<file path="src/rtl/mchk_pkg.sv">
package mchk_pkg;

    localparam int CHK_W      = 32;
    localparam int LOG_BIT    = 26;

    // Positions driven by a real checker (0-16, 18-24)
    localparam logic [CHK_W-1:0] CHECKER_MASK = 32'h01FD_FFFF;
    // Late-class positions: full-sum bytes 4-7, carry 8, mover output 16
    localparam logic [CHK_W-1:0] LATE_MASK    = 32'h0001_01F0;
    localparam logic [CHK_W-1:0] EARLY_MASK   = CHECKER_MASK & ~LATE_MASK;

    typedef enum logic [1:0] {
        ST_RUN  = 2'd0,
        ST_HALT = 2'd1,
        ST_INTR = 2'd2,
        ST_PARK = 2'd3
    } seq_state_t;

    typedef struct packed {
        logic early;
        logic late;
    } err_class_t;

    function automatic err_class_t classify(input logic [CHK_W-1:0] v);
        err_class_t c;
        c.early = |(v & EARLY_MASK);
        c.late  = |(v & LATE_MASK);
        return c;
    endfunction

endpackage

</file>
<file path="src/rtl/mchk_seq.sv">
module mchk_seq
    import mchk_pkg::*;
(
    input  logic       clk,
    input  logic       rst,
    input  err_class_t cls_i,
    input  logic       logout_done_i,
    input  logic       restart_i,
    output logic       clk_run_o,
    output logic       capture_en_o,
    output logic       clr_req_o,
    output logic       irq_o
);

    seq_state_t state_q, state_d;
    logic       running;

    assign running = (state_q == ST_RUN);

    always_comb begin
        state_d = state_q;
        unique case (state_q)
            ST_RUN:  if (cls_i.early || cls_i.late) state_d = ST_HALT;
            ST_HALT: if (logout_done_i)              state_d = ST_INTR;
            ST_INTR:                                 state_d = ST_PARK;
            ST_PARK: if (restart_i)                  state_d = ST_RUN;
            default:                                 state_d = ST_RUN;
        endcase
    end

    always_ff @(posedge clk) begin
        if (rst) state_q <= ST_RUN;
        else     state_q <= state_d;
    end

    assign clk_run_o    = running && !cls_i.early;
    assign capture_en_o = running;
    assign clr_req_o    = (state_q == ST_HALT) && logout_done_i;
    assign irq_o        = (state_q == ST_INTR);

    assert_halt_holds_R1: assert property (@(posedge clk) disable iff (rst)
        (running && cls_i.early) |=> !clk_run_o);

    assert_late_next_R2: assert property (@(posedge clk) disable iff (rst)
        (running && cls_i.late && !cls_i.early) |=> !clk_run_o);

    assert_irq_single_R8: assert property (@(posedge clk) disable iff (rst)
        irq_o |=> !irq_o);

    assert_irq_after_done_R8: assert property (@(posedge clk) disable iff (rst)
        $rose(irq_o) |-> $past(logout_done_i));

    assert_restart_runs_R9: assert property (@(posedge clk) disable iff (rst)
        (state_q == ST_PARK && restart_i) |=> running);

endmodule

</file>
<file path="src/rtl/mchk_capture.sv">
module mchk_capture
    import mchk_pkg::*;
(
    input  logic             clk,
    input  logic             rst,
    input  logic [CHK_W-1:0] chk_i,
    input  logic             capture_en_i,
    input  logic             log_req_i,
    input  logic             clear_i,
    output logic [CHK_W-1:0] reg_o
);

    for (genvar i = 0; i < CHK_W; i++) begin : g_bit
        if (CHECKER_MASK[i]) begin : g_checker
            logic bit_q;
            always_ff @(posedge clk) begin
                if (rst || clear_i)                 bit_q <= 1'b0;
                else if (capture_en_i && chk_i[i])  bit_q <= 1'b1;
            end
            assign reg_o[i] = bit_q;
        end else if (i == LOG_BIT) begin : g_log
            logic bit_q;
            always_ff @(posedge clk) begin
                if (rst || clear_i)   bit_q <= 1'b0;
                else if (log_req_i)   bit_q <= 1'b1;
            end
            assign reg_o[i] = bit_q;
        end else begin : g_unused
            assign reg_o[i] = 1'b0;
        end
    end

    assert_sticky_R4: assert property (@(posedge clk) disable iff (rst)
        !clear_i |=> ((reg_o & $past(reg_o)) == $past(reg_o)));

    assert_clear_R7: assert property (@(posedge clk) disable iff (rst)
        clear_i |=> (reg_o == '0));

    assert_log_sets_R6: assert property (@(posedge clk) disable iff (rst)
        (log_req_i && !clear_i) |=> reg_o[LOG_BIT]);

endmodule

</file>
<file path="src/rtl/mchk_backup.sv">
module mchk_backup #(
    parameter int ADDR_W = 12
) (
    input  logic              clk,
    input  logic              rst,
    input  logic [ADDR_W-1:0] uaddr_i,
    input  logic              strobe_i,
    input  logic              clk_run_i,
    output logic [ADDR_W-1:0] addr_o
);

    logic [ADDR_W-1:0] addr_q;

    always_ff @(posedge clk) begin
        if (rst)                          addr_q <= '0;
        else if (strobe_i && clk_run_i)   addr_q <= uaddr_i;
    end

    assign addr_o = addr_q;

    assert_hold_frozen_R3: assert property (@(posedge clk) disable iff (rst)
        !clk_run_i |=> $stable(addr_q));

endmodule

</file>
<file path="src/rtl/mchk_ctrl.sv">
module mchk_ctrl
    import mchk_pkg::*;
#(
    parameter int ADDR_W = 12
) (
    input  logic              clk,
    input  logic              rst,
    input  logic [CHK_W-1:0]  chk_in,
    input  logic [ADDR_W-1:0] uaddr,
    input  logic              set_strobe,
    input  logic              logout_key,
    input  logic              chan_logout_req,
    input  logic              check_reset,
    input  logic              diag_reset,
    input  logic              logout_done,
    input  logic              restart,
    output logic              clk_run,
    output logic [CHK_W-1:0]  check_reg,
    output logic [ADDR_W-1:0] uaddr_backup,
    output logic              mck_irq
);

    err_class_t cls;
    logic       capture_en;
    logic       seq_clr;
    logic       clear_all;
    logic       run_en;

    assign cls       = classify(chk_in);
    assign clear_all = check_reset || diag_reset || seq_clr;

    mchk_seq u_seq (
        .clk           (clk),
        .rst           (rst),
        .cls_i         (cls),
        .logout_done_i (logout_done),
        .restart_i     (restart),
        .clk_run_o     (run_en),
        .capture_en_o  (capture_en),
        .clr_req_o     (seq_clr),
        .irq_o         (mck_irq)
    );

    mchk_capture u_capture (
        .clk          (clk),
        .rst          (rst),
        .chk_i        (chk_in),
        .capture_en_i (capture_en),
        .log_req_i    (logout_key || chan_logout_req),
        .clear_i      (clear_all),
        .reg_o        (check_reg)
    );

    mchk_backup #(.ADDR_W(ADDR_W)) u_backup (
        .clk       (clk),
        .rst       (rst),
        .uaddr_i   (uaddr),
        .strobe_i  (set_strobe),
        .clk_run_i (run_en),
        .addr_o    (uaddr_backup)
    );

    assign clk_run = run_en;

    assert_no_capture_stopped_R10: assert property (@(posedge clk) disable iff (rst)
        (!capture_en && !chk_in[LOG_BIT] && !logout_key && !chan_logout_req && !clear_all)
            |=> $stable(check_reg));

endmodule

</file>
<file path="config.mk">
export PLATFORM = sky130hd
export DESIGN_NAME = mchk_ctrl
export DESIGN_NICKNAME = d
export VERILOG_FILES = /design/src/rtl/mchk_pkg.sv /design/src/rtl/mchk_seq.sv /design/src/rtl/mchk_capture.sv /design/src/rtl/mchk_backup.sv /design/src/rtl/mchk_ctrl.sv
export SDC_FILE = /design/constraint.sdc
export NUM_CORES = 1
export LEC_CHECK = 0
export ABC_CLOCK_PERIOD_IN_PS = 2400
export BUFFER_PORTS_ARGS = -buffer_cell sky130_fd_sc_hd__buf_2
export CAP_MARGIN = 10
export CORE_MARGIN = 3
export CORE_UTILIZATION = 48
export CTS_CLUSTER_SIZE = 24
export DETAILED_ROUTE_END_ITERATION = 10
export PLACE_DENSITY = 0.85
export SETUP_SLACK_MARGIN = 0.15
export SLEW_MARGIN = 10
export SYNTH_ARGS = -nofsm -noshare
export SYNTH_HDL_FRONTEND = slang
export SYNTH_SLANG_ARGS = --single-unit
</file>
<file path="constraint.sdc">
create_clock -name clk -period 2.4 [get_ports clk]
set_input_delay 0.48 -clock clk [delete_from_list [all_inputs] [get_ports clk]]
set_output_delay 0.48 -clock clk [all_outputs]
set_load 0.05 [all_outputs]
</file>
* After elaboration in Yosys (flattened, before gate mapping)
Index checks and enable logic that the tools add are counted.
** Storage, ports and cells
- Output and inout port bits :: 46
- Input port bits :: 53
- Flip-flop bits (word level) :: 39
- Logic and storage cells :: 74
** Operators by class
- Reduce and logical (&&, ||, !) cells :: 37
- Equal/unequal tests :: 6
- Muxes and demuxes :: 4
** Operators by type and width (number)
- $logic_and A1 B1 Y1 :: 27
- $reduce_or A18 Y1 :: 1
- $pmux W2 S4 :: 1
- $mux W2 :: 3
- $ne A2 B2 Y1 const B :: 3
- $reduce_or A6 Y1 :: 1
- $logic_or A1 B1 Y1 :: 5
- $eq A2 B2 Y1 const B :: 2
- $reduce_and A3 Y1 :: 1
- $eq A2 B1 Y1 const B :: 1
- $logic_not A2 Y1 :: 1
- $logic_not A1 Y1 :: 1

* Logic depth before layout (Yosys ltp)
- Depth after elaboration :: 4
- Depth in mapped cells :: 8
- Depth with buffers taken out :: 6

* Hierarchy
Synthesis repeated with hierarchy kept, for this count alone.
** Second synthesis, totals
- Cell total of the unflattened synthesis :: 200
- Area, all modules :: 1856.8 um^2
** By module, submodules not included
- mchk_capture :: instances 1, seq. area each 500.5 um^2, area an instance 1012.2 um^2, cells each 114
- mchk_backup :: instances 1, seq. area each 240.2 um^2, area an instance 560.5 um^2, cells each 53
- mchk_seq :: instances 1, seq. area each 40.0 um^2, area an instance 219.0 um^2, cells each 22
- mchk_ctrl :: instances 1, seq. area each 0.0 um^2, area an instance 65.1 um^2, cells each 11

* Least setup slack after synthesis
No wires, ideal clock.
- Kind :: register -> output
- Start point :: reg u_seq.state_q[0]
- End point :: out clk_run
- Required time :: 1.920 ns
- Stages on the path, launching flop included :: 8
- Arrival time :: 1.890 ns
- Setup slack :: 0.030 ns
- Buffers on the path :: 2
- Cells stage by stage :: dfxtp_1 -> inv_1 -> ha_1 -> buf_4 -> nor4b_4 -> nand4_2 -> buf_6 -> nor2_1
** On the way
- Longest elaborated chain between the ends :: 2
** RTL lines
- start: declaration :: RTL line mchk_seq.sv:15 : seq_state_t state_q, state_d;
- start signal: assignment :: RTL line mchk_seq.sv:33 : else state_q <= state_d;
- $logic_not A2 Y1 :: RTL line mchk_seq.sv:18 : assign running = (state_q == ST_RUN);
- $logic_and A1 B1 Y1 :: RTL line mchk_seq.sv:36 : assign clk_run_o = running && !cls_i.early;
- end: declaration :: RTL line mchk_ctrl.sv:17 : output logic clk_run,
Every way passes these cells.

* Final worst setup path
- Start point :: reg u_seq.state_q[1]
- End point :: out clk_run
Same word-level chain as after synthesis.

==> summary.txt <==
Sequential Area: 781 um^2
power per cell area: 768 mW/mm^2
Detailed Route WL: 3940 um
cell accounting for the most synthesized area: dfxtp_1
CTS buffer count: 5
reg2reg path depth: 6
area occupied by multi-input gates: 788 um^2
register area share after synthesis: 0.417
DP Worst Slack: 389 ps
largest net degree at the start of global routing: 26
vias per std cell: 5.07
CP Data Arrival Time: 1610 ps
wire per inst: 13.0 um
die width: 68.5 um
Sw Share: 0.364
slowest CP cell: dfxtp_1
reg2reg start: u_seq.state_q[1]
crit-path max FO: 4
worst vdd ir: 541 uV
post-synthesis cell type count: 29
port bufs: 83
CP cell instances: inv_1, ha_1, nor4b_4, nand4_2, nor2_2, buf_4
Reg2Reg Setup Slack: 560 ps
post-route setup slack: 307 ps
fill count: 359
Clock Path Buffers: 2
Chip Height: 68.5 um
share of cells above drive strength 1: 0.418
Finished Core Util: 0.582
Placement Rows: 22
leak pwr: 0.991 nW
Via Count: 1541
drt first-iter violations: 120
Avg Cell Area, Syn: 9.23 um^2
clk sinks: 39
Max-slew headroom: 0.475
Pint: 1.06 mW
share of the synthesized area in the top cell type: 0.417
Logic pwr share: 0.325
nets@finish: 315
crit path capture type: primary output
HP Start: logout_key
I/O pin count: 99
WP data required: 1920 ps
setup bufs post-CTS: 0
setup_tns: 0 ps
Final Cycle Share: 0.872
most common cell after layout, fill and taps aside: buf_2
Switch Pwr: 0.604 mW
CORE AREA: 0.00372 mm^2
worst hold endpoint: u_capture.g_bit[26].g_log.bit_q
top post-synthesis cells by area: dfxtp_1 42%, buf_4 14%, a21oi_1 9.6%, o31ai_2 6.0%, nor2_1 5.4%
worst skew pair latency: 280 ps
Startpoint Class: register
count of state elements after synthesis: 39
worst hold path class: in -> reg
CP peak stage delay: 350 ps
first-pass GRT wire length: 6150 um
Final Critical Period: 2090 ps
post-synthesis cell count: 203
WHS Path Cells: 3
Clock transition at path regs: 70 ps
outcome: completed
reg2reg end: u_seq.state_q[0]
First-pass DRT Iterations: 6
Layout area overhead: 15.6%
RSZ-0062 raised after global routing: no
Final Max Tran Viols: 0
max-cap violations: 0
Root Buffer Master: clkbuf_8
Setup Skew: 4.79 ps
Antenna diodes: 0
Initial Utilization: 0.504
sequential fraction of design power: 0.431
Ys Warns: 0
CTS tree: built
maximum clock frequency: 0.478 GHz
total power: 1.66 mW
initial antenna violation count: 0
Antenna Violating Nets Remaining: 0
DP HPWL: 2980 um
Post-route DRC: 0
Clock power frac: 0.244
H-Tree Depth: 2
global route total overflow: 0
die area: 0.00469 mm^2
Final Hold Fails: 0
vias in the first global route: 1392
Synth Cell Area: 0.00187 mm^2
Global Route Usage Sum: 0.174
Final setup viols: 0
CP Class: reg -> out
GPL Wtd Cong: 0.652
slew at the pin closest to its max-slew limit: 787 ps
most frequent cells in the layout: 82 x buf_2, 39 x dfxtp_1, 36 x a21oi_1
-- repair_timing --
| item | CTS | global route |
|---|---|---|
| gates resized for setup | 0 | 2 |
| setup endpoints to repair | 0 | 1 |
| hold buffers | 0 | 0 |
-- power by group through the flow --
stage / logic, mW / clock network (mW) / registers [mW]
after detailed placement: 0.548 / 0 / 0.730
final: 0.540 / 0.406 / 0.715
after global placement: 0.538 / 0 / 0.728
after CTS: 0.550 / 0.414 / 0.716
after global routing: 0.595 / 0.444 / 0.721
after floorplan: 0.466 / 0 / 0.724
-- Yosys cell counts, drive strengths merged --
master  count
a31oi       1
o31ai      12
and3        1
a2111o      1
o22ai       1
nor2       27
a21oi      36
nand2b      3
dfxtp      39
nor4        4
mux2i       2
o21bai      1
nand4      13
ha          5
and2        1
nor4b       1
conb        1
buf        38
or3         1
clkbuf      7
inv         5
and4        1
nor3        2
-- worst max-delay path: cells and delay by family (launching register included) --
family | cells | cell delay (ps)
adders and majority gates | 1 | 180
and+or+nand+nor | 3 | 500
buffers and inverters | 2 | 310
DFF | 1 | 350
-- cell type report --
cell class / count / area share
multi-input cells: 120 / 0.364
clock buffers: 5 / 0.0318
well taps: 48 / 0.0277
repair buffers: 86 / 0.203
clock inverters: 1 / 0.00347
flip-flops and latches: 39 / 0.361
inverters: 5 / 0.00867
-- stage by stage --
step	instances	instance area (um^2)	hold WS, ps
CTS	304	2160	404
detailed placement	298	2090	450
global placement	298	2090	444
floorplan	209	1900	438
finish	304	2160	409
global route	304	2160	441
-- registers in the layout, indices dropped and copies added (netlist names) --
register,cells
u_backup.addr_o,12
u_seq.state_q,2
u_capture.g_bit.g_log.bit_q,1
u_capture.g_bit.g_checker.bit_q,24
-- cells by family (layout without fill, tap and decap cells) --
logic type	count (synthesis)	count (layout)	synth area share
AOI/OAI and AO/OA	52	52	0.185
adders and majority gates	5	5	0.0334
buffers and inverters	50	97	0.176
DFF	39	39	0.417
and+or+nand+nor	54	54	0.176
other	1	7	0.00200
muxes	2	2	0.0107
-- routing by layer --
| layer | up-vias | global-route usage | part of all wire |
|---|---|---|---|
| met1 | 705 | 0.212 | 0.43 |
| met2 | 58 | 0.290 | 0.47 |
| met5 | - | 0 | 0 |
| li1 | 772 | - | - |
| met3 | 6 | 0.0575 | 0.087 |
| met4 | 0 | 0.0521 | 0.011 |
-- worst max-delay path by stage --
stage | from | to | slack [ps] | cells past startpoint
2_1_floorplan | u_seq.state_q[0] | clk_run | 260 | 7
3_3_place_gp | chk_in[1] | clk_run | 390 | 5
3_5_place_dp | chk_in[1] | clk_run | 390 | 5
4_1_cts | u_seq.state_q[1] | clk_run | 190 | 6
5_1_grt | u_seq.state_q[1] | clk_run | 160 | 6
6_report | u_seq.state_q[1] | clk_run | 310 | 6
Power figures use the tool's default switching activity.
